===== config.mk =====
export PLATFORM = sky130hd
export DESIGN_NAME = rx_char_buffer
export DESIGN_NICKNAME = d
export VERILOG_FILES = /design/src/rtl/rxb_pkg.sv /design/src/rtl/rxb_store.sv /design/src/rtl/rxb_err.sv /design/src/rtl/rx_char_buffer.sv
export SDC_FILE = /design/constraint.sdc
export NUM_CORES = 1
export LEC_CHECK = 0
export BUFFER_PORTS_ARGS = -buffer_cell sky130_fd_sc_hd__buf_4
export CAP_MARGIN = 20
export CELL_PAD_IN_SITES_DETAIL_PLACEMENT = 1
export CELL_PAD_IN_SITES_GLOBAL_PLACEMENT = 1
export CORE_MARGIN = 4
export CORE_UTILIZATION = 46
export DETAILED_ROUTE_END_ITERATION = 7
export GPL_TIMING_DRIVEN = 1
export PLACE_DENSITY_LB_ADDON = 0.1
export SLEW_MARGIN = 10
export SYNTH_ARGS = -nofsm -noshare
export SYNTH_HDL_FRONTEND = slang
export SYNTH_SLANG_ARGS = --single-unit

===== constraint.sdc =====
create_clock -name clk -period 3.4 [get_ports clk]
set_clock_uncertainty 0.1 [all_clocks]
set_input_delay 1.02 -clock clk [delete_from_list [all_inputs] [get_ports clk]]
set_output_delay 1.02 -clock clk [all_outputs]
set_load 0.02 [all_outputs]

===== src/rtl/rxb_pkg.sv =====
package rxb_pkg;
  // error tag vector: bit 0 parity, bit 1 framing, bit 2 break
  typedef logic [2:0] rx_err_t;
  localparam int EB_PE = 0;
  localparam int EB_FE = 1;
  localparam int EB_RB = 2;

  // circular index advance for a depth that need not be a power of two
  function automatic int unsigned wrap_inc(input int unsigned idx, input int unsigned depth);
    return (idx + 1 == depth) ? 0 : idx + 1;
  endfunction

  // occupancy after one optional push and one optional pop
  function automatic int unsigned occ_next(input int unsigned occ, input logic push, input logic pop);
    return occ + (push ? 1 : 0) - (pop ? 1 : 0);
  endfunction
endpackage


===== src/rtl/rxb_store.sv =====
module rxb_store #(
  parameter int DW    = 8,
  parameter int DEPTH = 3
) (
  input  logic                 clk,
  input  logic                 rst_n,
  input  logic                 clr,
  input  logic                 push,
  input  logic                 pop,
  input  logic [DW-1:0]        wr_data,
  input  rxb_pkg::rx_err_t     wr_err,
  output logic [DW-1:0]        top_data,
  output rxb_pkg::rx_err_t     top_err,
  output logic [$clog2(DEPTH+1)-1:0] count,
  output logic                 empty,
  output logic                 is_full
);
  localparam int CW = $clog2(DEPTH + 1);
  localparam int PW = (DEPTH > 1) ? $clog2(DEPTH) : 1;

  logic [DW-1:0]    mem_d [DEPTH];
  rxb_pkg::rx_err_t mem_e [DEPTH];
  logic [PW-1:0]    rd_ptr, wr_ptr;
  logic [CW-1:0]    cnt;

  // named internal events
  logic pop_ok, push_ok;
  assign empty   = (cnt == '0);
  assign is_full = (cnt == CW'(DEPTH));
  assign pop_ok  = pop && !empty;
  assign push_ok = push && (!is_full || pop_ok);

  always_ff @(posedge clk) begin
    if (push_ok) begin
      mem_d[wr_ptr] <= wr_data;
      mem_e[wr_ptr] <= wr_err;
    end
  end

  always_ff @(posedge clk or negedge rst_n) begin
    if (!rst_n) begin
      rd_ptr <= '0;
      wr_ptr <= '0;
      cnt    <= '0;
    end else if (clr) begin
      rd_ptr <= '0;
      wr_ptr <= '0;
      cnt    <= '0;
    end else begin
      if (pop_ok)  rd_ptr <= PW'(rxb_pkg::wrap_inc(int'(rd_ptr), DEPTH));
      if (push_ok) wr_ptr <= PW'(rxb_pkg::wrap_inc(int'(wr_ptr), DEPTH));
      cnt <= CW'(rxb_pkg::occ_next(int'(cnt), push_ok, pop_ok));
    end
  end

  assign top_data = mem_d[rd_ptr];
  assign top_err  = mem_e[rd_ptr];
  assign count    = cnt;

  p_cnt_bound_r3: assert property (@(posedge clk) disable iff (!rst_n)
    cnt <= CW'(DEPTH));

  p_pop_empty_r11: assert property (@(posedge clk) disable iff (!rst_n)
    (pop && empty && !push && !clr) |=> $stable(cnt));

  p_fifo_step_r2: assert property (@(posedge clk) disable iff (!rst_n)
    (pop && !empty && !push && !clr) |=> (cnt == $past(cnt) - 1'b1));
endmodule


===== src/rtl/rxb_err.sv =====
module rxb_err (
  input  logic             clk,
  input  logic             rst_n,
  input  logic             clr,
  input  logic             err_clr,
  input  logic             block_mode,
  input  logic             top_valid,
  input  rxb_pkg::rx_err_t top_err,
  input  logic             ovr_evt,
  output rxb_pkg::rx_err_t st_err,
  output logic             overrun
);
  rxb_pkg::rx_err_t acc, cur;
  logic             ovr_q;

  assign cur    = top_valid ? top_err : '0;
  assign st_err = block_mode ? (acc | cur) : cur;

  always_ff @(posedge clk or negedge rst_n) begin
    if (!rst_n)                acc <= '0;
    else if (clr || err_clr)   acc <= '0;
    else                       acc <= acc | cur;
  end

  always_ff @(posedge clk or negedge rst_n) begin
    if (!rst_n)        ovr_q <= 1'b0;
    else if (clr)      ovr_q <= 1'b0;
    else if (ovr_evt)  ovr_q <= 1'b1;
    else if (err_clr)  ovr_q <= 1'b0;
  end
  assign overrun = ovr_q;

  p_ovr_sticky_r5: assert property (@(posedge clk) disable iff (!rst_n)
    (overrun && !err_clr && !clr) |=> overrun);

  p_ovr_set_r5: assert property (@(posedge clk) disable iff (!rst_n)
    (ovr_evt && !clr) |=> overrun);

  p_block_keep_r7: assert property (@(posedge clk) disable iff (!rst_n)
    (block_mode && !err_clr && !clr) |=>
      (!block_mode || ((st_err & $past(st_err)) == $past(st_err))));

  p_char_empty_r6: assert property (@(posedge clk) disable iff (!rst_n)
    (!block_mode && !top_valid) |-> (st_err == '0));
endmodule


===== src/rtl/rx_char_buffer.sv =====
module rx_char_buffer #(
  parameter int DW    = 8,
  parameter int DEPTH = 3
) (
  input  logic          clk,
  input  logic          rst_n,
  input  logic          cmd_enable,
  input  logic          cmd_disable,
  input  logic          rx_rst,
  input  logic          char_done,
  input  logic [DW-1:0] char_data,
  input  logic          char_pe,
  input  logic          char_fe,
  input  logic          char_rb,
  input  logic          start_det,
  input  logic          buf_rd,
  input  logic          err_clr,
  input  logic          block_mode,
  input  logic          irq_sel_full,
  input  logic          auto_rts,
  output logic [DW-1:0] rd_data,
  output logic          ready,
  output logic          full,
  output logic          st_pe,
  output logic          st_fe,
  output logic          st_rb,
  output logic          overrun,
  output logic          req,
  output logic          rts
);
  localparam int CW = $clog2(DEPTH + 1);

  logic             rx_on, hold_v, rts_q;
  logic [DW-1:0]    hold_d;
  rxb_pkg::rx_err_t hold_e, new_e, top_e, st_e;
  logic [CW-1:0]    occ;
  logic             q_empty, q_full;

  // named internal events
  logic acc_ev, pop_ev, move_ev, new_to_q, to_hold, ovr_ev, rts_drop, push_q;
  logic [DW-1:0]    push_d;
  rxb_pkg::rx_err_t push_e;

  assign new_e    = {char_rb, char_fe, char_pe};
  assign acc_ev   = char_done && rx_on;
  assign pop_ev   = buf_rd && !q_empty;
  assign move_ev  = hold_v && pop_ev;
  assign new_to_q = acc_ev && !hold_v && (!q_full || pop_ev);
  assign to_hold  = acc_ev && (hold_v || (q_full && !pop_ev));
  assign ovr_ev   = start_det && rx_on && hold_v && !pop_ev;
  assign rts_drop = auto_rts && start_det && rx_on && q_full;
  assign push_q   = move_ev || new_to_q;
  assign push_d   = move_ev ? hold_d : char_data;
  assign push_e   = move_ev ? hold_e : new_e;

  always_ff @(posedge clk or negedge rst_n) begin
    if (!rst_n)           rx_on <= 1'b0;
    else if (rx_rst)      rx_on <= 1'b0;
    else if (cmd_enable)  rx_on <= 1'b1;
    else if (cmd_disable) rx_on <= 1'b0;
  end

  always_ff @(posedge clk or negedge rst_n) begin
    if (!rst_n)           hold_v <= 1'b0;
    else if (rx_rst)      hold_v <= 1'b0;
    else if (to_hold)     hold_v <= 1'b1;
    else if (move_ev)     hold_v <= 1'b0;
  end

  always_ff @(posedge clk) begin
    if (to_hold) begin
      hold_d <= char_data;
      hold_e <= new_e;
    end
  end

  always_ff @(posedge clk or negedge rst_n) begin
    if (!rst_n)           rts_q <= 1'b1;
    else if (rx_rst)      rts_q <= 1'b1;
    else if (!auto_rts)   rts_q <= 1'b1;
    else if (rts_drop)    rts_q <= 1'b0;
    else if (!q_full)     rts_q <= 1'b1;
  end

  rxb_store #(.DW(DW), .DEPTH(DEPTH)) u_store (
    .clk(clk), .rst_n(rst_n), .clr(rx_rst),
    .push(push_q), .pop(pop_ev),
    .wr_data(push_d), .wr_err(push_e),
    .top_data(rd_data), .top_err(top_e),
    .count(occ), .empty(q_empty), .is_full(q_full)
  );

  rxb_err u_err (
    .clk(clk), .rst_n(rst_n), .clr(rx_rst), .err_clr(err_clr),
    .block_mode(block_mode), .top_valid(!q_empty), .top_err(top_e),
    .ovr_evt(ovr_ev), .st_err(st_e), .overrun(overrun)
  );

  assign ready = !q_empty;
  assign full  = q_full;
  assign st_pe = st_e[rxb_pkg::EB_PE];
  assign st_fe = st_e[rxb_pkg::EB_FE];
  assign st_rb = st_e[rxb_pkg::EB_RB];
  assign req   = irq_sel_full ? q_full : !q_empty;
  assign rts   = rts_q;

  p_hold_needs_full_r4: assert property (@(posedge clk) disable iff (!rst_n)
    hold_v |-> q_full);

  p_move_keeps_full_r4: assert property (@(posedge clk) disable iff (!rst_n)
    (move_ev && !rx_rst) |=> full);

  p_rts_drop_r9: assert property (@(posedge clk) disable iff (!rst_n)
    (rts_drop && !rx_rst) |=> !rts);

  p_off_ignore_r10: assert property (@(posedge clk) disable iff (!rst_n)
    (!rx_on && char_done && !buf_rd && !rx_rst) |=> $stable(occ));

  p_rx_reset_r12: assert property (@(posedge clk) disable iff (!rst_n)
    rx_rst |=> (!ready && !overrun && rts && !req));
endmodule


### Word-level counts from Yosys, hierarchy flattened

Memories as Yosys holds them, arrays and structs flattened.
Index checks and enable logic that the tools add are counted.

| storage, ports and cells | value |
|---|---|
| register bits | 24 |
| latch bits | 0 |
| memory bits (writable) | 33 |
| memory bits (read-only) | 0 |
| input bits | 23 |
| output and inout port bits | 16 |
| logic and storage cells | 81 |
| memories kept | 2 |

| cells by class | value |
|---|---|
| add/sub/neg operators | 4 |
| multipliers | 0 |
| divide/modulo/power cells | 0 |
| magnitude comparators | 0 |
| equality and inequality tests | 4 |
| shifts and indexed selects | 0 |
| muxes and demuxes | 30 |
| bitwise gates (word level) | 1 |
| reductions and logical operators | 30 |

Memories:

| memory | words | width | read ports | clocked after Yosys merged registers in | wr ports | line | RTL |
|---|---|---|---|---|---|---|---|
| u_store.mem_d | 3 | 8 | 1 | 0 | 1 | rxb_store.sv:21 | `logic [DW-1:0] mem_d [DEPTH];` |
| u_store.mem_e | 3 | 3 | 1 | 0 | 1 | rxb_store.sv:22 | `rxb_pkg::rx_err_t mem_e [DEPTH];` |

Operator list:

| cell | count |
|---|---|
| $mux 1 | 18 |
| $logic_and 1x1->1 | 15 |
| $mux 2 | 7 |
| $mux 3 | 4 |
| $reduce_bool 3->1 | 3 |
| $mux 8 | 1 |
| $add 2x1->3 const B | 2 |
| $eq 3x2->1 const B | 2 |
| $logic_or 1x1->1 | 5 |
| $logic_not 1->1 | 4 |
| $ne 4x3->1 const B | 1 |
| $reduce_bool 2->1 | 2 |
| $or 3x3->3 | 1 |
| $add 2x2->2 | 1 |
| $eq 2x2->1 const B | 1 |
| $logic_not 2->1 | 1 |
| $sub 2x2->2 | 1 |

### Longest topological paths before layout

| logic depth | value |
|---|---|
| depth in word-level cells | 11 |
| mapped depth | 9 |
| gate-level depth less buffers | 8 |

### Modules after synthesis

Synthesis repeated with hierarchy kept, for this count alone.

| second synthesis, totals | value |
|---|---|
| cell total of the unflattened synthesis | 168 |
| area total of the unflattened synthesis | 2448.6 sq um |

Modules (own cells, without submodules):

| module | instances | cells an instance | area each (sq um) | seq. area each (sq um) |
|---|---|---|---|---|
| rxb_store | 1 | 105 | 1569.0 | 1141.1 |
| rx_char_buffer | 1 | 47 | 704.4 | 406.6 |
| rxb_err | 1 | 16 | 175.2 | 100.1 |

### Worst setup path before layout

No wires, ideal clock.

| path | value |
|---|---|
| kind | input port to flip-flop |
| from | input port buf_rd |
| to | memory u_store.mem_d[2][0], enable pin |
| library setup time | 396 ps |
| arrival | 2437 ps |
| required time | 2904 ps |
| slack | 468 ps |
| stages | 3 |
| path buffers | 0 |
| cells stage by stage | and3b_1 -> a211o_4 -> nor3b_1 |

| between the ends | value |
|---|---|
| word-level cells in the longest chain between the ends | 7 |
| elaborated cells between the ends (all ways) | 10 |
| those cells by class | mux: 2; reduce/logical: 8 |

Ends and longest elaborated chain:

| item | line | RTL |
|---|---|---|
| from (decl) | rx_char_buffer.sv:16 | `input logic buf_rd,` |
| $logic_and 1x1->1 * | rx_char_buffer.sv:46 | `assign pop_ev = buf_rd && !q_empty;` |
| $logic_or 1x1->1 | rx_char_buffer.sv:48 | `assign new_to_q = acc_ev && !hold_v && (!q_full \|\| pop_ev);` |
| $logic_and 1x1->1 | rx_char_buffer.sv:48 |  |
| $logic_or 1x1->1 | rx_char_buffer.sv:52 | `assign push_q = move_ev \|\| new_to_q;` |
| $logic_and 1x1->1 * | rxb_store.sv:31 | `assign push_ok = push && (!is_full \|\| pop_ok);` |
| $mux 1 * | rxb_store.sv:34 | `if (push_ok) begin` |
| $mux 1 (not written as such) * | rxb_store.sv:35 | `mem_d[wr_ptr] <= wr_data;` |
| to (decl) | rxb_store.sv:21 |  |

Mark *: on every way between the ends. The rest lies on a longest branch, timed or not.

### Final worst setup path

| path | value |
|---|---|
| from | register u_store.rd_ptr[0] |
| to | output port st_rb |

| between the ends | value |
|---|---|
| word-level cells in the longest chain between the ends | 4 |

Ends and longest elaborated chain:

| item | line | RTL |
|---|---|---|
| from (decl) | rxb_store.sv:23 | `logic [PW-1:0] rd_ptr, wr_ptr;` |
| from (signal assigned) | rxb_store.sv:50 | `if (pop_ok) rd_ptr <= PW'(rxb_pkg::wrap_inc(int'(rd_ptr), DEPTH));` |
| $mem_v2 3x3 * | - |  |
| $mux 3 * | rxb_err.sv:16 | `assign cur = top_valid ? top_err : '0;` |
| $or 3x3->3 | rxb_err.sv:17 | `assign st_err = block_mode ? (acc \| cur) : cur;` |
| $mux 3 * | rxb_err.sv:17 |  |
| to (decl) | rx_char_buffer.sv:26 | `output logic st_rb,` |

Marks and branches as above.

==> flow_metrics.env <==
export IMPL_dpl_hpwl_mm=3.506
export IMPL_cp_end_kind="output pin"
export IMPL_synthArstFlopShare_pct=22.81
export IMPL_max_vdd_ir_drop_mv=0.3071
export IMPL_fin_cells=285
export IMPL_rows=26
export IMPL_critPathMaxStageDelay_ns=0.80
export IMPL_viasPerCell=5.295
export IMPL_io_buffers=38
export IMPL_yosys_warnings=0
export IMPL_antenna_found_initial=0
export IMPL_maxCapViolations=0
export IMPL_start_util_pct=47.87
export IMPL_synth_fp_nets=191
export IMPL_synthFlopType="edfxtp_1"
export IMPL_h_tree_depth=3
export IMPL_vias=1509
export IMPL_die_y_um=81.37
export IMPL_die_area_um2=6621
export IMPL_detail_route_wl_per_cell_um=17.75
export IMPL_final_setup_tns_ns=0
export IMPL_yosysMostFrequentCell="edfxtp_1"
export IMPL_grt_util_met3_pct=5.765
export IMPL_worst_path_max_fanout=14
export IMPL_rsz0062_at_grt="no"
export IMPL_holdWs_ns=0.4160
export IMPL_timing_final_crit_share_pct=89.48
export IMPL_clock_sinks=57
export IMPL_drtIter0Drc=79
export IMPL_core_area_um2=5172
export IMPL_ant_nets=0
export IMPL_crit_family="flip-flops"
export IMPL_syn_to_final_growth_pct=21.32
export IMPL_layout_drive_gt1_share_pct=33.49
export IMPL_synth_edf_count=44
export IMPL_fp_dieW_um=81.37
export IMPL_fillers=509
export IMPL_path_cells="mux2i_1 -> o21ai_0 -> a22o_1 -> buf_4"
export IMPL_synthesis_area_um2=2476
export IMPL_setup_ws_ns=0.3577
export IMPL_critical_path_arrival_ns=1.92
export IMPL_place_ws_ns=0.6360
export IMPL_rrSetupSlack_ns=1.34
export IMPL_grt_pass1_wl_mm=7.983
export IMPL_grt_busiest_layer="met2"
export IMPL_worstSetupPathType="flop to output pin"
export IMPL_leakage_nw=1.212
export IMPL_numCtsBuffers=9
export IMPL_grt_max_degree=26
export IMPL_synthCells=166
export IMPL_ys_types=39
export IMPL_synthTopCellsByCount="44 x edfxtp_1, 14 x nand2_1, 13 x mux2i_1, 12 x dfrtp_1, 11 x o21ai_0"
export IMPL_path_buf_inv=1
export IMPL_cts_hold_buffers=0
export IMPL_finalHoldViolations=0
export IMPL_cts_tree="yes"
export IMPL_critPathRequiredTime_ns=2.28
export IMPL_ys_seq_area_share_pct=66.55
export IMPL_clkLatencyLatePin_ns=0.33
export IMPL_drtPass1Iterations=4
export IMPL_slew_violations=0
export IMPL_finalPower_mw=1.832
export IMPL_cts_max_path_buffers=2
export IMPL_min_period_ns=3.042
export IMPL_grt_pass1_vias=1631
export IMPL_antenna_cells=0
export IMPL_rr_worst_depth=8
export IMPL_io_pins=39
export IMPL_ctsRootBufferMaster="clkbuf_8"
export IMPL_syn_avg_cell_area_um2=14.92
export IMPL_tightest_slew_ns=0.7568
export IMPL_cp_depth=4
export IMPL_use_met2_pct=29.64
export IMPL_run_status="complete, no violations"
export IMPL_max_freq_ghz=0.3287
export IMPL_synth_seq_cells=57
export IMPL_synth_top_area_share_pct=53.36
export IMPL_drt_total_wl_mm=5.060
export IMPL_max_slew_margin_pct=49.55
export IMPL_setup_violations=0
export IMPL_use_met1_pct=18.89
export IMPL_dp_cells=269
export IMPL_place_congestion=0.7377
export IMPL_route_detailed_drc=0
export IMPL_clkSlewWorstSetupHoldPaths_ns=0.07
export IMPL_hold_path_class="input port to asynchronous set/reset pin"
export IMPL_cp_slowest_cell="dfrtp_1"
export IMPL_ctsResizeCount=0
export IMPL_power_density_nw_per_um2=609.8
export IMPL_grt_usage_pct=17.07
export IMPL_synthTopCellsByArea="edfxtp_1 53%, dfrtp_1 12%, mux2_4 6.1%, mux2i_1 5.3%, o21ai_0 2.2%"
export IMPL_worstSetupStartpointType="flop"
export IMPL_grt_overflow=0
export IMPL_layout_nets=235
export IMPL_synth_top_area_cell="edfxtp_1"
export IMPL_cts_setup_buffers=0
[placed cells by master (no fill, tap or decap), types with 3 or more instances in the layout]
cell      netlist  final
nand2_1        14     14
nor2_1          5      5
edfxtp_1       44     44
a21oi_1         4      4
mux2_4         10     10
dfrtp_1        12     12
clkbuf_1        4      3
inv_1           5      5
clkinv_2        0      3
mux2i_1        13     13
o21ai_0        11     11
and2_1          3      3
nor2b_1         3      3
nor3_1          3      3
a22o_1          6      6
clkbuf_8        0      9
buf_4           0     41
[area by class of cell]
cell class	instances	area (um^2)	area share, %
clock buffers	12	135.1	4.498
clock inverters	4	45.04	1.499
inverters	6	25.02	0.8330
multi-input cells	95	755.7	25.16
flip-flops and latches	57	1648	54.85
well taps	70	87.58	2.915
repair buffers	41	307.8	10.25
[report_power, final]
part / switching, mW / internal, mW
registers: 0.0648 / 0.783
clock network: 0.252 / 0.335
logic: 0.210 / 0.186
total: 0.527 / 1.30
[registers in the layout, summed over array words and instances, names as in the netlist]
signal / cells
hold_e: 3
hold_d: 8
u_err.acc: 3
u_store.rd_ptr: 2
u_store.mem_d: 24
u_store.mem_e: 9
u_err.overrun: 1
rx_on: 1
u_store.count: 2
u_store.wr_ptr: 2
hold_v: 1
rts: 1
[per-stage QoR]
| step | cell area, um^2 | utilization [%] |
|---|---|---|
| after floorplan | 2476 | - |
| after global placement | 2824 | 54.60 |
| after detailed placement | 2824 | 54.60 |
| after CTS | 3004 | 58.08 |
| after global routing | 3004 | 58.08 |
| final | 3004 | 58.08 |
[worst paths after layout]
check | from | to
setup reg to reg | u_store.count[1] | u_store.count[1]
hold reg to reg | u_err.acc[0] | u_err.acc[0]
min in group clk | u_err.acc[0] | u_err.acc[0]
max in group asynchronous | rst_n | rts
hold / removal | rst_n | u_store.count[1]
setup / recovery | u_store.rd_ptr[0] | st_rb
[kinds of logic (layout without fill, tap and decap cells)]
kind of cell | Yosys count | after routing | share of synthesized area [%]
compound gates | 27 | 27 | 7.681
xor+xnor | 1 | 1 | 0.3538
fa+ha+maj | 3 | 3 | 1.415
buf+inv | 14 | 63 | 2.931
flops | 57 | 57 | 66.55
mux | 25 | 25 | 12.23
simple gates | 39 | 39 | 8.844
[worst register-to-register path, stage by stage, from the launching register on]
cell and delay, ns:
dfrtp_1 0.49, o21ai_2 0.35, inv_1 0.10, ha_1 0.29
inv_1 0.04, ha_1 0.19, xor2_1 0.15, and2_1 0.15
nor3_1 0.12
[per-layer routing]
metal / share of wire, % / routed length (um)
met5: 0 / 0
met4: 1.5 / 74
met3: 4.2 / 210
met2: 54 / 2717
met1: 41 / 2057
Power figures use the tool's default switching activity.
